--- src/rtl/bsq_pkg.sv ---
package bsq_pkg;
   typedef enum logic [1:0] {
      ST_IDLE  = 2'd0,
      ST_WAIT  = 2'd1,
      ST_DATA  = 2'd2,
      ST_STALL = 2'd3
   } bsq_state_t;
endpackage

--- src/rtl/bsq_start_cfg.sv ---
module bsq_start_cfg #(
   parameter int AW           = 23,
   parameter int BB           = 6,
   parameter int INIT_LAT     = 5,
   parameter int STALL_CYC    = 2,
   parameter bit REDUCED_WAIT = 1'b0,
   parameter int LW           = 4
) (
   input  logic [AW-1:0] start,
   output logic [LW-1:0] lat_load,
   output logic          skip_first
);
   logic near_end;
   // last two words of a row: low bits all ones except possibly bit 0
   assign near_end   = &start[BB-1:1];
   assign skip_first = near_end;

   generate
      if (REDUCED_WAIT) begin : g_reduced
         assign lat_load = near_end ? LW'(INIT_LAT + STALL_CYC - 1) : LW'(INIT_LAT - 1);
      end else begin : g_standard
         assign lat_load = LW'(INIT_LAT - 1);
      end
   endgenerate
endmodule

--- src/rtl/bsq_addr_ctr.sv ---
module bsq_addr_ctr #(
   parameter int AW = 23,
   parameter int BB = 6
) (
   input  logic          clk,
   input  logic          rst_n,
   input  logic          load,
   input  logic [AW-1:0] load_val,
   input  logic          step,
   output logic [AW-1:0] ptr,
   output logic          at_bound
);
   always_ff @(posedge clk or negedge rst_n) begin
      if (!rst_n)    ptr <= '0;
      else if (load) ptr <= load_val;
      else if (step) ptr <= ptr + 1'b1;
   end

   assign at_bound = &ptr[BB-1:0];
endmodule

--- src/rtl/bsq_fsm.sv ---
module bsq_fsm
   import bsq_pkg::*;
#(
   parameter int LW        = 4,
   parameter int STALL_CYC = 2
) (
   input  logic          clk,
   input  logic          rst_n,
   input  logic          stop,
   input  logic          latch,
   input  logic          hold,
   input  logic [LW-1:0] lat_load,
   input  logic          skip_first,
   input  logic          at_bound,
   output logic          step,
   output logic          rdy
);
   bsq_state_t    state_q;
   logic [LW-1:0] cnt_q;
   logic          skip_q;
   logic          issue;

   assign issue = (state_q == ST_DATA) || ((state_q == ST_WAIT) && (cnt_q == '0));
   assign step  = issue && !stop && !latch && !hold;

   always_ff @(posedge clk or negedge rst_n) begin
      if (!rst_n) begin
         state_q <= ST_IDLE;
         cnt_q   <= '0;
         skip_q  <= 1'b0;
         rdy     <= 1'b0;
      end else begin
         rdy <= step;
         if (stop) begin
            state_q <= ST_IDLE;
         end else if (latch) begin
            state_q <= ST_WAIT;
            cnt_q   <= lat_load;
            skip_q  <= skip_first;
         end else if (!hold) begin
            if (step) begin
               if (at_bound) begin
                  skip_q <= 1'b0;
                  if (!skip_q) begin
                     state_q <= ST_STALL;
                     cnt_q   <= LW'(STALL_CYC - 1);
                  end else begin
                     state_q <= ST_DATA;
                  end
               end else begin
                  state_q <= ST_DATA;
               end
            end else if (state_q == ST_WAIT) begin
               cnt_q <= cnt_q - 1'b1;
            end else if (state_q == ST_STALL) begin
               if (cnt_q == '0) state_q <= ST_DATA;
               else             cnt_q   <= cnt_q - 1'b1;
            end
         end
      end
   end
endmodule

--- src/rtl/burst_read_seq.sv ---
module burst_read_seq #(
   parameter int AW           = 23,
   parameter int BB           = 6,
   parameter int INIT_LAT     = 5,
   parameter int STALL_CYC    = 2,
   parameter bit REDUCED_WAIT = 1'b0
) (
   input  logic          clk,
   input  logic          rst_n,
   input  logic          ce_n,
   input  logic          we_n,
   input  logic          oe_n,
   input  logic          avd_n,
   input  logic [AW-1:0] addr_in,
   output logic [AW-1:0] mem_addr,
   output logic          rdy
);
   localparam int LW = $clog2(INIT_LAT + STALL_CYC + 2);

   generate
      if (INIT_LAT < 1)  begin : g_bad_lat   $error("INIT_LAT must be at least 1"); end
      if (STALL_CYC < 1) begin : g_bad_stall $error("STALL_CYC must be at least 1"); end
      if (BB < 2 || BB >= AW) begin : g_bad_bb $error("BB must lie in 2..AW-1"); end
   endgenerate

   logic          latch, stop, hold, step, skip_first, at_bound;
   logic [LW-1:0] lat_load;

   assign stop  = ce_n;
   assign latch = !ce_n && !avd_n;
   assign hold  = oe_n || !we_n;

   bsq_start_cfg #(
      .AW(AW), .BB(BB), .INIT_LAT(INIT_LAT), .STALL_CYC(STALL_CYC),
      .REDUCED_WAIT(REDUCED_WAIT), .LW(LW)
   ) u_cfg (
      .start(addr_in), .lat_load(lat_load), .skip_first(skip_first)
   );

   bsq_addr_ctr #(.AW(AW), .BB(BB)) u_ctr (
      .clk(clk), .rst_n(rst_n), .load(latch), .load_val(addr_in),
      .step(step), .ptr(mem_addr), .at_bound(at_bound)
   );

   bsq_fsm #(.LW(LW), .STALL_CYC(STALL_CYC)) u_fsm (
      .clk(clk), .rst_n(rst_n), .stop(stop), .latch(latch), .hold(hold),
      .lat_load(lat_load), .skip_first(skip_first), .at_bound(at_bound),
      .step(step), .rdy(rdy)
   );
endmodule

--- config.mk ---
export PLATFORM = sky130hd
export DESIGN_NAME = burst_read_seq
export DESIGN_NICKNAME = d
export VERILOG_FILES = /design/src/rtl/bsq_pkg.sv /design/src/rtl/bsq_start_cfg.sv /design/src/rtl/bsq_addr_ctr.sv /design/src/rtl/bsq_fsm.sv /design/src/rtl/burst_read_seq.sv
export SDC_FILE = /design/constraint.sdc
export NUM_CORES = 1
export LEC_CHECK = 0
export CAP_MARGIN = 15
export CORE_MARGIN = 5
export CORE_UTILIZATION = 55
export CTS_CLUSTER_DIAMETER = 150
export DETAILED_ROUTE_END_ITERATION = 7
export DONT_BUFFER_PORTS = 1
export GPL_TIMING_DRIVEN = 0
export PLACE_DENSITY = 0.7
export SLEW_MARGIN = 20
export SYNTH_ARGS = -nofsm -noshare
export SYNTH_HDL_FRONTEND = slang
export SYNTH_HIERARCHICAL = 1
export SYNTH_SLANG_ARGS = --single-unit
--- constraint.sdc ---
create_clock -name clk -period 5.7 [get_ports clk]
set_clock_uncertainty 0.05 [all_clocks]
set_input_delay 1.425 -clock clk [delete_from_list [all_inputs] [get_ports clk]]
set_output_delay 1.425 -clock clk [all_outputs]
set_load 0.05 [all_outputs]
==> metrics <==
status=finished, final reports clean; Global Route Usage Sum=0.204; share of cells above drive strength 1=0.140; Avg WL per Cell=17.8 um; ant diodes=0; Synthesis Warnings=6; CTS Hold Bufs=0; clock-pin slew on the worst setup and hold paths=0.07 ns; initial antenna violation count=0; post-synthesis sequential area ratio=0.387; pin slew with the least headroom to its limit=0.863 ns; syn_area_per_cell=9.15 um2; CP top delay family=simple AND/OR/NAND/NOR gates; WHS Endpoint=u_fsm/skip_q$_DFFE_PN0P_; CTS tree=yes; final slew viol count=0; setup TNS=0 ns; gr ovfl total=0; CP max stage cell=nor4_1; GP Congestion=0.772; Yosys cell types=53; dominant cells by area after synthesis=dfrtp_1 (39%), nand2_1 (5.4%), o21ai_0 (3.0%); worst reg2reg path depth=9; Max Cap Viol=0; Layout Utilization=0.597; P_leak=0.858 nW; worst min-delay path startpoint=u_fsm/skip_q$_DFFE_PN0P_; area delta synth->final=7.43%; IO Count=53; flop and latch count out of synthesis=31; highest clock rate=264 MHz; critical path's largest stage delay=0.72 ns; CP Max Fanout=10; count leader, synth=dfrtp_1; count of final hold-check violations=0; Root Driver=clkbuf_8; Post-synth EDFFs=0; slew margin rel.=0.419; DIE WIDTH=70.4 um; share of the synthesized area in the top cell type=0.387; RSZ-0062 raised after global routing=false; Worst R2R Setup Slack=2.27 ns; Cell Area, Synth=2000 um2; Worst Setup End Kind=register; Pre-antenna DRT Iters=4; Synth top cells by count=dfrtp_1 (31), nand2_1 (29), nor2_1 (12), o21ai_0 (12); starting density of the core=0.556; clk_lat worst skew=0.28 ns; Crit path required time=5.84 ns; Rows=22; final std cells w/o fill=277; TritonCTS buffer count=5; largest net degree at the start of global routing=32; Main synth FF type=dfrtp_1; Power Density=295 nW/um2; DIE AREA=4950 um2; WS Path Type=in -> reg; Setup-failing EPs final=0; crit start category=input port; cells along the critical path=nor2_1, buf_4, nor4_1, and3_1, nand2_1, or4_1, a31oi_1; placed cell count=269; Die Ht=70.4 um; global-route wire length before repair=8.07 mm; PostCTS Resize Cnt=0; via count=1737; Tcrit/Tclk final=0.665; Finished Cell Area=2150 um2; hold path depth=2; CTS Buffer Depth=2; Mapped Cells=219; via density per instance=6.27; Critical Path AT=3.94 ns; Detail Route Antenna Nets=0; Reg2Reg Launch Point=u_fsm/cnt_q[0]$_DFFE_PN0P_; worst r2r dst=u_ctr/ptr[21]$_DFFE_PN0P_; dpl cell area=2070 um2; vias in the first global route=1715; Initial DRC Count=138; H-tree level count=2; CP Buf/Inv Count=1; worst min path class=reg -> reg; Min Hold Slack=0.491 ns; nets=259; minimum clock period=3.79 ns; DRC=0; setup bufs post-CTS=0; Yosys top cell by area=dfrtp_1; Post-Route WL=4.94 mm; ys async rst share=1.00; clock sink total=31; DP HPWL=3.60 mm; Port Buffers=0; Core ar.=3610 um2; Max VDD drop=0.137 mV
cell usage in the layout (no fill, tap or decap), types with 4 or more instances in the layout:
master / instances
xnor2_1: 6
clkbuf_8: 5
nand2_1: 29
conb_1: 4
a31oi_1: 6
nand4_1: 6
inv_1: 11
clkbuf_1: 6
nor2_1: 12
o31ai_1: 5
xor2_1: 5
a21oi_1: 4
dfrtp_1: 31
buf_4: 5
o311ai_0: 5
or4_1: 7
o21ai_0: 12
a22oi_1: 4
nand3_1: 11
per-stage QoR:
step / setup slack (ns) / total power, mW
2_1_floorplan: 2.15 / 0.446
3_3_place_gp: 1.81 / 0.467
3_5_place_dp: 1.76 / 0.475
4_1_cts: 2.01 / 0.639
5_1_grt: 1.75 / 0.671
6_report: 1.91 / 0.635
worst max-delay path by stage:
| stage | from | endpoint | cells past startpoint |
|---|---|---|---|
| after floorplan | oe_n | u_ctr/ptr[18]$_DFFE_PN0P_ | 8 |
| after global placement | oe_n | u_ctr/ptr[21]$_DFFE_PN0P_ | 6 |
| after detailed placement | oe_n | u_ctr/ptr[21]$_DFFE_PN0P_ | 6 |
| after CTS | oe_n | u_ctr/ptr[21]$_DFFE_PN0P_ | 6 |
| after global routing | oe_n | u_ctr/ptr[21]$_DFFE_PN0P_ | 6 |
| final | avd_n | u_ctr/ptr[21]$_DFFE_PN0P_ | 7 |
routing by layer:
layer / vias up / GRT usage / share of wire
li1: 819 / - / -
met1: 847 / 0.241 / 0.41
met2: 59 / 0.348 / 0.50
met3: 12 / 0.0619 / 0.074
met4: 0 / 0.0681 / 0.018
met5: - / 0 / 0
kinds of logic after synthesis:
kind of cell,count (synthesis),share of synthesized area
AND/OR/NAND/NOR,91,0.253
AO/OA/AOI/OAI,52,0.201
flip-flops,31,0.387
buffers and inverters,26,0.0718
XOR/XNOR,11,0.0481
multiplexers,4,0.0231
adder cells (fa/ha/maj),2,0.0125
other,2,0.00375
area by class of cell:
class                      instances  area, um2
fill                             321       1450
multi-input combinational        164       1090
sequential                        31        776
buffer                            14       98.8
clock buffer                       7       76.3
tap                               48       60.1
inverter                          12       45.0
clock inverter                     1       5.00
registers in the layout, summed over array words and instances, names as in the netlist:
register,flops
u_ctr/ptr,23
u_fsm/cnt_q,4
u_fsm/skip_q,1
u_fsm/state_q,2
u_fsm/rdy,1
power breakdown:
| part | internal [mW] | total [mW] | switching [mW] |
|---|---|---|---|
| logic | 0.0520 | 0.104 | 0.0522 |
| clock network | 0.0855 | 0.163 | 0.0775 |
| registers | 0.249 | 0.368 | 0.119 |
| total | 0.387 | 0.635 | 0.248 |
worst min-delay path, cell delays in order (launching register included):
cell	delay, ns
dfrtp_1	0.37
a21oi_1	0.07
nand2_1	0.06
(Power assumes the default switching activity.)
